--- src/rtl/pcs_tx_pkg.sv ---
package pcs_tx_pkg;
    localparam int NIB_W = 4;
    localparam int CG_W  = 5;

    typedef logic [CG_W-1:0]  cg_t;
    typedef logic [NIB_W-1:0] nib_t;

    localparam cg_t CG_IDLE = 5'b11111;
    localparam cg_t CG_J    = 5'b11000;
    localparam cg_t CG_K    = 5'b10001;
    localparam cg_t CG_T    = 5'b01101;
    localparam cg_t CG_R    = 5'b00111;

    typedef enum logic [1:0] {
        FS_IDLE,
        FS_SEND_K,
        FS_DATA,
        FS_SEND_R
    } fstate_e;

    function automatic cg_t map_nibble(input nib_t n);
        cg_t g;
        unique case (n)
            4'h0: g = 5'b11110;
            4'h1: g = 5'b01001;
            4'h2: g = 5'b10100;
            4'h3: g = 5'b10101;
            4'h4: g = 5'b01010;
            4'h5: g = 5'b01011;
            4'h6: g = 5'b01110;
            4'h7: g = 5'b01111;
            4'h8: g = 5'b10010;
            4'h9: g = 5'b10011;
            4'hA: g = 5'b10110;
            4'hB: g = 5'b10111;
            4'hC: g = 5'b11010;
            4'hD: g = 5'b11011;
            4'hE: g = 5'b11100;
            default: g = 5'b11101;
        endcase
        return g;
    endfunction
endpackage

--- src/rtl/pcs_tx_framer.sv ---
module pcs_tx_framer
    import pcs_tx_pkg::*;
(
    input  logic clk,
    input  logic rst_n,
    input  logic tick,
    input  logic tx_en,
    input  nib_t txd,
    output cg_t  cg_next
);
    typedef struct packed {
        fstate_e st;
        cg_t     cg;
    } frm_t;

    frm_t    d, q;
    fstate_e st_n;
    cg_t     grp;

    always_comb begin
        d    = q;
        st_n = q.st;
        grp  = CG_IDLE;
        unique case (q.st)
            FS_IDLE: begin
                if (tx_en) begin
                    grp  = CG_J;
                    st_n = FS_SEND_K;
                end
            end
            FS_SEND_K: begin
                grp  = CG_K;
                st_n = FS_DATA;
            end
            FS_DATA: begin
                if (tx_en) begin
                    grp = map_nibble(txd);
                end else begin
                    grp  = CG_T;
                    st_n = FS_SEND_R;
                end
            end
            default: begin
                grp  = CG_R;
                st_n = FS_IDLE;
            end
        endcase
        if (tick) begin
            d.st = st_n;
            d.cg = grp;
        end
    end

    assign cg_next = grp;

    always_ff @(posedge clk or negedge rst_n) begin
        if (!rst_n) begin
            q <= '{st: FS_IDLE, cg: CG_IDLE};
        end else begin
            q <= d;
        end
    end

    assert_k_follows_j_R3: assert property (@(posedge clk) disable iff (!rst_n)
        (tick && q.cg == CG_J) |-> (cg_next == CG_K));

    assert_r_follows_t_R5: assert property (@(posedge clk) disable iff (!rst_n)
        (tick && q.cg == CG_T) |-> (cg_next == CG_R));

    assert_after_r_idle_or_j_R2: assert property (@(posedge clk) disable iff (!rst_n)
        (tick && q.cg == CG_R) |-> (cg_next == CG_IDLE || cg_next == CG_J));

    assert_no_k_without_j_R6: assert property (@(posedge clk) disable iff (!rst_n)
        (tick && cg_next == CG_K) |-> (q.cg == CG_J));
endmodule

--- src/rtl/pcs_tx_serializer.sv ---
module pcs_tx_serializer #(
    parameter int W = 5
) (
    input  logic         clk,
    input  logic         rst_n,
    input  logic [W-1:0] load_val,
    output logic         tick,
    output logic         nrzi
);
    localparam int CNT_W = (W > 1) ? $clog2(W) : 1;
    localparam logic [CNT_W-1:0] LAST = CNT_W'(W - 1);

    typedef struct packed {
        logic [CNT_W-1:0] cnt;
        logic [W-1:0]     sh;
        logic             lvl;
    } ser_t;

    ser_t d, q;
    logic cur_bit;

    assign cur_bit = q.sh[W-1];
    assign tick    = (q.cnt == LAST);
    assign nrzi    = q.lvl;

    always_comb begin
        d     = q;
        d.lvl = q.lvl ^ cur_bit;
        if (q.cnt == LAST) begin
            d.cnt = '0;
            d.sh  = load_val;
        end else begin
            d.cnt = q.cnt + 1'b1;
            d.sh  = {q.sh[W-2:0], 1'b0};
        end
    end

    always_ff @(posedge clk or negedge rst_n) begin
        if (!rst_n) begin
            q <= '{cnt: '0, sh: '1, lvl: 1'b0};
        end else begin
            q <= d;
        end
    end

    assert_counter_range_R7: assert property (@(posedge clk) disable iff (!rst_n)
        q.cnt <= LAST);

    assert_tick_single_R7: assert property (@(posedge clk) disable iff (!rst_n)
        tick |=> !tick);

    assert_toggle_on_one_R8: assert property (@(posedge clk) disable iff (!rst_n)
        cur_bit |=> (nrzi != $past(nrzi)));

    assert_hold_on_zero_R8: assert property (@(posedge clk) disable iff (!rst_n)
        !cur_bit |=> $stable(nrzi));
endmodule

--- src/rtl/pcs_tx_collision.sv ---
module pcs_tx_collision (
    input  logic clk,
    input  logic rst_n,
    input  logic tx_en,
    input  logic rx_active,
    input  logic full_duplex,
    output logic col
);
    typedef struct packed {
        logic col;
    } colst_t;

    colst_t d, q;

    always_comb begin
        d     = q;
        d.col = !full_duplex && tx_en && rx_active;
    end

    always_ff @(posedge clk or negedge rst_n) begin
        if (!rst_n) begin
            q <= '{col: 1'b0};
        end else begin
            q <= d;
        end
    end

    assign col = q.col;

    assert_full_duplex_quiet_R10: assert property (@(posedge clk) disable iff (!rst_n)
        full_duplex |=> !col);

    assert_col_needs_both_R9: assert property (@(posedge clk) disable iff (!rst_n)
        !(tx_en && rx_active) |=> !col);
endmodule

--- src/rtl/pcs100_tx_encoder.sv ---
module pcs100_tx_encoder
    import pcs_tx_pkg::*;
(
    input  logic             clk,
    input  logic             rst_n,
    input  logic             tx_en,
    input  logic [NIB_W-1:0] txd,
    input  logic             rx_active,
    input  logic             full_duplex,
    output logic             nib_tick,
    output logic             nrzi_out,
    output logic             col
);
    cg_t  next_group;
    logic tick;

    pcs_tx_framer u_framer (
        .clk     (clk),
        .rst_n   (rst_n),
        .tick    (tick),
        .tx_en   (tx_en),
        .txd     (txd),
        .cg_next (next_group)
    );

    pcs_tx_serializer #(.W(CG_W)) u_ser (
        .clk      (clk),
        .rst_n    (rst_n),
        .load_val (next_group),
        .tick     (tick),
        .nrzi     (nrzi_out)
    );

    pcs_tx_collision u_col (
        .clk         (clk),
        .rst_n       (rst_n),
        .tx_en       (tx_en),
        .rx_active   (rx_active),
        .full_duplex (full_duplex),
        .col         (col)
    );

    assign nib_tick = tick;

    assert_idle_when_quiet_R2: assert property (@(posedge clk) disable iff (!rst_n)
        (tick && next_group != CG_IDLE) |-> (tx_en || u_framer.q.st != FS_IDLE));
endmodule

--- config.mk ---
export PLATFORM = sky130hd
export DESIGN_NAME = pcs100_tx_encoder
export DESIGN_NICKNAME = d
export VERILOG_FILES = /design/src/rtl/pcs_tx_pkg.sv /design/src/rtl/pcs_tx_framer.sv /design/src/rtl/pcs_tx_serializer.sv /design/src/rtl/pcs_tx_collision.sv /design/src/rtl/pcs100_tx_encoder.sv
export SDC_FILE = /design/constraint.sdc
export NUM_CORES = 1
export LEC_CHECK = 0
export BUFFER_PORTS_ARGS = -buffer_cell sky130_fd_sc_hd__buf_2
export CAP_MARGIN = 20
export CORE_AREA = 2 2 39 41
export DETAILED_ROUTE_END_ITERATION = 16
export DIE_AREA = 0 0 41 43
export GPL_ROUTABILITY_DRIVEN = 0
export HOLD_SLACK_MARGIN = 0.1
export PLACE_DENSITY = 0.76
export SYNTH_ARGS = -nofsm -noshare
export SYNTH_HDL_FRONTEND = slang
export SYNTH_SLANG_ARGS = --single-unit
--- constraint.sdc ---
create_clock -name clk -period 3.7 [get_ports clk]
set_clock_uncertainty 0.15 [all_clocks]
set_input_delay 0.74 -clock clk [delete_from_list [all_inputs] [get_ports clk]]
set_output_delay 0.74 -clock clk [all_outputs]
set_load 0.01 [all_outputs]
==> results of run 1 <==
==> synth_stat cells <==
master,n,share of area (%)
nor2_1,7,4.0
o22ai_1,1,0.95
xor2_1,1,1.3
o311ai_1,1,1.3
nor3_1,2,1.5
a221o_1,1,1.5
inv_2,1,0.57
dfrtp_1,7,27
nor3b_1,1,1.1
nand3_1,3,2.3
inv_1,6,3.4
nand2_4,1,1.7
and2_1,1,0.95
o31ai_1,2,2.3
a22oi_1,1,1.1
dfstp_2,5,20
nand2_1,2,1.1
nor2b_2,1,1.3
o211ai_1,1,1.1
ha_1,6,11
a21oi_1,3,2.3
mux2_2,1,1.7
o21ai_0,4,3.0
mux2_4,1,2.3
o311ai_0,1,1.3
nand2_2,1,0.95
nor3b_4,1,2.8
==> registers in the layout, summed over array words and instances, names as in the netlist <==
| register | cells |
|---|---|
| u_ser.q | 7 |
| u_framer.q | 2 |
| u_col.col | 1 |
| u_ser.cur_bit | 1 |
| u_ser.nrzi | 1 |
==> worst min-delay path by stage <==
stage                                     from  depth (start not counted)                    to  slack (ps)
after floorplan           u_ser.q[6]$_DFF_PN0_                          1  u_ser.q[6]$_DFF_PN0_         280
after global placement    u_ser.nrzi$_DFF_PN0_                          1  u_ser.nrzi$_DFF_PN0_         300
after detailed placement  u_ser.nrzi$_DFF_PN0_                          1  u_ser.nrzi$_DFF_PN0_         300
after CTS                                rst_n                          1  u_ser.q[7]$_DFF_PN0_         190
after global routing                     rst_n                          1  u_ser.q[7]$_DFF_PN0_         180
final                                    rst_n                          1  u_ser.q[7]$_DFF_PN0_         170
==> logic make-up after synthesis <==
logic type,after synthesis,synth area share (%)
multiplexers,2,3.98
flip-flops,12,46.5
AO/OA/AOI/OAI,15,15.0
buffers and inverters,7,3.98
AND/OR/NAND/NOR,20,17.8
adder cells (fa/ha/maj),6,11.4
XOR/XNOR,1,1.33
==> power by group through the flow <==
stage	combinational [mW]	clock, mW	sequential [mW]
2_1_floorplan	0.156	0	0.185
3_3_place_gp	0.202	0	0.183
3_5_place_dp	0.205	0	0.184
4_1_cts	0.207	0.104	0.182
5_1_grt	0.234	0.114	0.186
6_report	0.205	0.103	0.182
==> per-layer routing <==
layer | global-route usage [%] | wire (um) | vias to the layer above
met2 | 23.4 | 544 | 22
met1 | 26.6 | 521 | 241
met4 | 8.00 | 8 | 0
met5 | 0 | 0 | -
met3 | 3.14 | 74 | 2
li1 | - | - | 251
==> per-stage QoR <==
stage	hold WS (ps)	std cells	instance area, um2	power, mW
2_1_floorplan	282	63	659	0.341
3_3_place_gp	296	90	734	0.385
3_5_place_dp	299	90	734	0.389
4_1_cts	186	94	771	0.493
5_1_grt	184	94	771	0.534
6_report	173	94	771	0.490
==> cell type report <==
type | instances | area share (%)
clock buffers | 4 | 4.71
inverters | 7 | 3.41
multi-input cells | 44 | 42.4
flip-flops and latches | 12 | 39.8
well taps | 16 | 2.60
repair buffers | 11 | 7.14
==> worst register-to-register path: cells and delay by family, from the launching register on <==
kind / cells / cell delay, ps
DFF: 1 / 380
adders and majority gates: 1 / 260
and+or+nand+nor: 2 / 380
buffers and inverters: 1 / 90
muxes: 1 / 310
==> metrics.csv, run 1 <==
metric;value;unit
status;finished, final reports clean;
slowest_stage;dfrtp_1;
cts_sinks;12;
fp.dieW;41;um
via_per_inst;5.49;
yosysWarnings;0;
cts_repair_resize_count;0;
drt_iter0_drc;16;
rsz0062_at_grt;no;
swShare;33.4;%
synth.yosys.seq_area_share;46.5;%
crit_family;flip-flops;
final_common_cell;buf_2;
num_antenna_cells;0;
placementRows;14;
initial_utilization;47.6;%
cp_num_buf_inv;3;
htree_levels;1;
mostFrequentLayoutCells;buf_2, nor2_1, dfrtp_1;
cap_viol_max_count;0;
path_cells;inv_1, ha_1, nand2_4, inv_2, buf_2;
grt_pass1_wl;2.10;mm
core_area;1380;um2
fin_ws;1450;ps
critical_path_required;2810;ps
power.internal;0.326;mW
finalHoldViolCount;0;
grt_pass1_vias;507;
reg2reg_to;u_framer.q[6]$_DFFE_PN0P_;
critPathLaunch;u_ser.q[6]$_DFF_PN0_;
synth.cell_area;659;um2
timing.rr.start;u_framer.q[5]$_DFFE_PN0P_;
hold_buffers;0;
io_buffer_count;11;
max_freq;0.445;GHz
syn_to_final_growth;16.9;%
drive_gt1_share;34.6;%
p_sw;0.164;mW
start_kind;flip-flop;
endpoint;nib_tick;
die_y;43;um
final_core_util;55.7;%
critical_path.max_stage_delay;410;ps
clkPwrFrac;21.0;%
grt_usage;17.5;%
synth_cell_types;27;
dieArea;1760;um2
dp_hpwl;914;um
clock_latency;270;ps
finalCriticalPeriod;2250;ps
pre_cts_slack;1750;ps
max_slew_margin;73.0;%
drc;0;
nets;94;
grt_max_degree;13;
syn_nets;78;
routed-via-count;516;
power_density;635;nW/um2
setup_viol;0;
cp.arrival;1360;ps
wirelength;1.15;mm
seqCellArea;307;um2
pin_count;12;
first_pass_iters;4;
seqPwrFrac;37.1;%
syn_avg_cell_area;10.5;um2
cts_buffers;3;
grt_overflow;0;
tightest_slew;400;ps
end_kind;output pin;
synthCells;63;
path_max_fanout;9;
ir_drop;332;uV
ys_seq_elements;12;
final_antenna_net_count;0;
post_cts_buffers;0;
cts_buffer_depth;2;
fin_tns_setup;0;ps
nFillCells;129;
cts_tree;yes;
multi_input_area;327;um2
comb_power_share;41.9;%
min_path_type;primary input to async pin;
worstSetupPathDepth;5;
critical_path_class;flip-flop to output pin;
rrSetupSlack;2030;ps
rr_worst_depth;5;
drv_slew;0;
clkTransAtPathRegs;70;ps
period_share;60.8;%
wire_per_inst;12.2;um
antenna_found_initial;0;
clock-root-buffer;clkbuf_4;
p_leak;0.368;nW
Power figures use the tool's default switching activity.
==> run 2: changes to the inputs <==
Settings changed: CORE_AREA 2 2 39 41 to unset, CORE_MARGIN set to 2, CORE_UTILIZATION set to 46, DIE_AREA 0 0 41 43 to unset, PLACE_DENSITY 0.76 to 0.75.
Clock period 3.7 ns to 1.9 ns, I/O delays scaled along.
==> metrics.csv, run 2 (synthesis gave the netlist of run 1 again) <==
metric;value;unit;change
htree_levels;1;;unchanged
cts_sinks;12;;unchanged
grt_pass1_vias;460;;-9.3%
finalCriticalPeriod;1810;ps;
die_y;41.9;um;-2.7%
design_area;797;um2;+3.4%
antenna_found_initial;0;;unchanged
max_freq;0.553;GHz;
largest_reg_flops;7;;unchanged
cp_num_buf_inv;3;;unchanged
rr_worst_depth;5;;unchanged
comb_power_share;43.4;%;+1.5 points
critical_path_required;1370;ps;-1440 ps
dieArea;1750;um2;-0.61%
setup_viol;0;;unchanged
first_pass_iters;4;;unchanged
core_area;1320;um2;-4.8%
wire_per_inst;13.1;um;+7.4%
ir_drop;587;uV;+77%
io_buffer_count;11;;unchanged
swShare;35.4;%;+2.0 points
finalHoldViolCount;0;;unchanged
p_sw;0.329;mW;+100%
timing.rr.start;u_framer.q[6]$_DFFE_PN0P_;;
nets;96;;+2.1%
cts_buffers;3;;unchanged
slowest_stage;dfrtp_1;;
cap_viol_max_count;0;;unchanged
crit_family;flip-flops;;
grt_max_degree;13;;unchanged
placed_area;733;um2;-0.17%
cts_buffer_depth;2;;unchanged
routed-via-count;530;;+2.7%
num_antenna_cells;0;;unchanged
path_cells;inv_1, ha_4, nand2_4, inv_6, buf_2;;
pin_count;12;;unchanged
tightest_slew;386;ps;-14.6 ps
power_density;1170;nW/um2;+84%
placementRows;13;;-1
top_register;u_ser.q;;
power.internal;0.601;mW;+84%
rsz0062_at_grt;no;;
period_share;95.1;%;
drt_iter0_drc;21;;+5
drive_gt1_share;33.8;%;-0.87 points
initial_utilization;50.0;%;+2.4 points
cts_tree;yes;;
rrSetupSlack;240;ps;-1790 ps
via_per_inst;5.58;;+1.6%
dp_hpwl;862;um;-5.7%
wirelength;1.25;mm;+8.5%
final_antenna_net_count;0;;unchanged
clock-root-buffer;clkbuf_4;;
clkPwrFrac;18.6;%;-2.4 points
final_common_cell;buf_2;;
endpoint;nib_tick;;
min_path_type;primary input to flip-flop;;
reg_top3;u_ser.q (7), u_framer.q (2);;
critical_path_class;flip-flop to output pin;;
worstSetupPathDepth;5;;unchanged
cp.arrival;1280;ps;-80 ps
critPathLaunch;u_ser.q[6]$_DFF_PN0_;;
grt_pass1_wl;2.06;mm;-1.9%
drc;0;;unchanged
clkTransAtPathRegs;80;ps;about the same
drv_slew;0;;unchanged
fin_tns_setup;0;ps;unchanged
grt_overflow;0;;unchanged
seqPwrFrac;38.0;%;+0.9 points
mostFrequentLayoutCells;buf_2, nor2_1, dfrtp_1;;
status;finished, final reports clean;;
start_kind;flip-flop;;
fp.dieW;41.9;um;+2.1%
max_slew_margin;74.0;%;+0.99 points
p_leak;0.374;nW;+1.6%
end_kind;output pin;;
path_max_fanout;9;;unchanged
grt_usage;16.2;%;-1.2 points
post_cts_buffers;0;;unchanged
nFillCells;108;;-16%
clock_latency;280;ps;about the same
reg2reg_to;u_framer.q[6]$_DFFE_PN0P_;;
critical_path.max_stage_delay;400;ps;about the same
syn_to_final_growth;20.9;%;
==> run 2: cell count changes in the layout (fill, tap and decap cells not counted), sizes merged <==
cell and change:
dlygate4sd3 +2
==> run 2: worst register-to-register path, delay by kind of cell (launching register included) <==
| kind | cells | cell delay, ps |
|---|---|---|
| buffers and inverters | 1 | 80 |
| multiplexers | 1 | 320 |
| adder cells (fa/ha/maj) | 1 | 230 |
| AND/OR/NAND/NOR | 2 | 390 |
| flip-flops | 1 | 400 |
==> run 2: routing by layer <==
metal | vias up | global-route usage (%) | share of wire (%)
met1 | 235 | 21.8 | 47
met4 | 0 | 11.6 | 3.9
li1 | 258 | - | -
met3 | 9 | 2.61 | 6.3
met5 | - | 0 | 0
met2 | 28 | 23.4 | 43
==> run 2: worst min-delay path by stage <==
stage                           end  depth (start not counted)      start  slack, ps
6_report        u_col.col$_DFF_PN0_                          2  rx_active        220
2_1_floorplan   u_col.col$_DFF_PN0_                          0      rst_n        -70
3_5_place_dp   u_ser.q[7]$_DFF_PN0_                          1      rst_n        120
5_1_grt         u_col.col$_DFF_PN0_                          2  rx_active        220
4_1_cts         u_col.col$_DFF_PN0_                          2  rx_active        200
3_3_place_gp   u_ser.q[7]$_DFF_PN0_                          1      rst_n        110
==> run 2: power groups by stage <==
stage          logic (mW)  registers, mW  clock network (mW)
2_1_floorplan       0.304          0.360                   0
3_3_place_gp        0.398          0.357                   0
3_5_place_dp        0.397          0.359                   0
4_1_cts             0.404          0.354               0.175
5_1_grt             0.460          0.358               0.185
6_report            0.404          0.354               0.173
==> run 2: layout make-up <==
type / instances / area, um2 / area share, %
Clock buffer: 4 / 26.3 / 3.30
Inverter: 7 / 31.3 / 3.92
Multi-Input combinational cell: 44 / 339 / 42.5
Sequential cell: 12 / 307 / 38.5
Tap cell: 15 / 18.8 / 2.35
Timing Repair Buffer: 13 / 75.1 / 9.42
==> run 2: stage by stage <==
step | std cells | hold slack (ps) | util (%) | setup WS [ps] | total power, mW
2_1_floorplan | 63 | -65.6 | - | 328 | 0.663
3_3_place_gp | 89 | 114 | 55.7 | 243 | 0.755
3_5_place_dp | 89 | 123 | 55.7 | 247 | 0.756
4_1_cts | 95 | 196 | 59.4 | 24.0 | 0.933
5_1_grt | 95 | 223 | 60.5 | 28.3 | 1.00
6_report | 95 | 218 | 60.5 | 92.7 | 0.931
==> run 2: what timing repair did <==
action	CTS	global route
resized for setup	1	3
hold endpoints to repair	13	0
hold buffers	2	0
endpoints found under the setup margin	1	1
==> run 3: changes to the inputs <==
Settings changed: ABC_AREA set to 1, CORE_UTILIZATION 46 to 47, PLACE_DENSITY 0.75 to 0.76.
==> metrics.csv, run 3 <==
metric;value;unit;change
critical_path_class;flip-flop to output pin;;
dp_hpwl;913;um;+5.9%
start_kind;flip-flop;;
max_slew_margin;82.8;%;+8.8 points
rsz0062_at_grt;no;;
status;finished, final reports clean;;
synth_cell_types;20;;-26%
yosys.area.top_type_share;25.8;%;-0.78 points
routed-via-count;529;;-0.19%
synthFlopType;dfrtp_1;;
initial_utilization;50.9;%;+0.89 points
nets;114;;+19%
reg_top3;u_ser.q (7), u_framer.q (2);;
wirelength;1.19;mm;-4.8%
antenna_found_initial;0;;unchanged
syn_nets;96;;+23%
hold_buffers;2;;unchanged
power_density;1220;nW/um2;+4.2%
fin_tns_setup;0;ps;unchanged
endpoint;nib_tick;;
post_cts_buffers;0;;unchanged
drt_iter0_drc;10;;-52%
cts_sinks;12;;unchanged
synth.yosys.seq_area_share;45.1;%;-1.4 points
finalCriticalPeriod;1790;ps;-17.1 ps
cts_repair_resize_count;0;;-1
largest_reg_flops;7;;unchanged
num_antenna_cells;0;;unchanged
path_max_fanout;6;;-3
clock_latency;280;ps;about the same
cp.arrival;1260;ps;-20 ps
cts_buffer_depth;2;;unchanged
drive_gt1_share;33.7;%;-0.077 points
min_path_type;primary input to flip-flop;;
synthTopCellsByArea;dfrtp_1, dfstp_2, ha_1;;
max_freq;0.559;GHz;+0.96%
placementRows;13;;unchanged
grt_max_degree;13;;unchanged
cap_viol_max_count;0;;unchanged
ys_seq_elements;12;;unchanged
htree_levels;1;;unchanged
io_buffer_count;11;;unchanged
yosysWarnings;0;;unchanged
cts_tree;yes;;
rr_worst_depth;8;;+3
grt_pass1_vias;513;;+12%
first_pass_iters;4;;unchanged
final_common_cell;nand2_1;;
final_core_util;60.7;%;+0.20 points
fp.dieW;42.0;um;+0.38%
end_kind;output pin;;
synth.most_common_cell;nand2_1;;
core_area;1330;um2;+1.2%
critical_path_required;1370;ps;about the same
grt_pass1_wl;2.11;mm;+2.3%
synthCells;81;;+29%
clock-root-buffer;clkbuf_4;;
period_share;94.2;%;-0.90 points
p_leak;0.426;nW;+14%
nFillCells;126;;+17%
rrSetupSlack;450;ps;+210 ps
final_antenna_net_count;0;;unchanged
critPathLaunch;u_ser.q[6]$_DFF_PN0_;;
grt_usage;16.1;%;-0.12 points
fin_ws;110;ps;+17.1 ps
mostFrequentLayoutCells;nand2_1, nor2_1, buf_2;;
synthTopCellsByCount;nand2_1, nor2_1, inv_1, dfrtp_1, ha_1;;
drv_slew;0;;unchanged
clkTransAtPathRegs;80;ps;about the same
pin_count;12;;unchanged
die_y;42.0;um;+0.38%
reg2reg_to;u_framer.q[5]$_DFFE_PN0P_;;
tightest_slew;259;ps;-127 ps
via_per_inst;4.68;;-16%
cts_buffers;3;;unchanged
pre_cts_slack;416;ps;+169 ps
setup_viol;0;;unchanged
synth-async-reset-ratio;100;%;unchanged
dieArea;1770;um2;+0.77%
synth_top_cell_by_area;dfrtp_1;;
synth_edf_count;0;;unchanged
drc;0;;unchanged
syn_to_final_growth;19.2;%;
ir_drop;578;uV;-1.5%
top_register;u_ser.q;;
wire_per_inst;10.5;um;-20%
synth.cell_area;679;um2;+3.0%
finalHoldViolCount;0;;unchanged
grt_overflow;0;;unchanged
timing.rr.start;u_framer.q[6]$_DFFE_PN0P_;;
syn_avg_cell_area;8.39;um2;-20%
[run 3: cells by family after synthesis]
logic type / share of synthesized area (%)
XOR/XNOR: 2.58
buffers and inverters: 7.18
AO/OA/AOI/OAI: 4.97
AND/OR/NAND/NOR: 29.1
flip-flops: 45.1
adder cells (fa/ha/maj): 11.0
[run 3: through the flow]
step	instances	hold WS (ps)	cell area, um2	total power [mW]
global route	113	177	810	1.07
CTS	113	159	810	0.993
global placement	107	115	753	0.769
detailed placement	107	120	753	0.780
finish	113	161	810	0.985
floorplan	81	-65.6	679	0.687
[run 3: per-layer routing]
metal | GRT usage (%) | vias to the layer above | wire length, um
met5 | 0 | - | 0
li1 | - | 278 | -
met4 | 11.3 | 0 | 39
met1 | 19.6 | 234 | 592
met2 | 25.0 | 12 | 521
met3 | 3.88 | 5 | 33
[run 3: layout make-up]
type / count / area (um2) / share of cell area (%)
clock buffer: 4 / 36.3 / 4.48
sequential: 12 / 307 / 37.9
multi-input combinational: 56 / 324 / 40.0
inverter: 13 / 48.8 / 6.03
tap: 15 / 18.8 / 2.32
timing repair buffer: 13 / 75.1 / 9.27
[run 3: worst max-delay path, cell delays in order, from the launching register on]
cell and delay [ps]:
dfrtp_1 400, inv_1 60, ha_1 180, nand2_4 90
inv_2 110, buf_2 140
[run 3: where the power goes]
group	internal (mW)	switching, mW	total (mW)	leakage [nW]
sequential	0.322	0.0345	0.357	0.139
combinational	0.176	0.245	0.421	0.265
clock	0.117	0.0906	0.207	0.0210
total	0.615	0.370	0.985	0.426
[run 3: how the worst min path moves through the flow]
stage,startpoint,to,cells after the start
floorplan,rst_n,u_col.col$_DFF_PN0_,0
global placement,rst_n,u_ser.q[8]$_DFF_PN0_,1
detailed placement,rst_n,u_ser.q[8]$_DFF_PN0_,1
CTS,rx_active,u_col.col$_DFF_PN0_,3
global route,rx_active,u_col.col$_DFF_PN0_,3
finish,rx_active,u_col.col$_DFF_PN0_,3
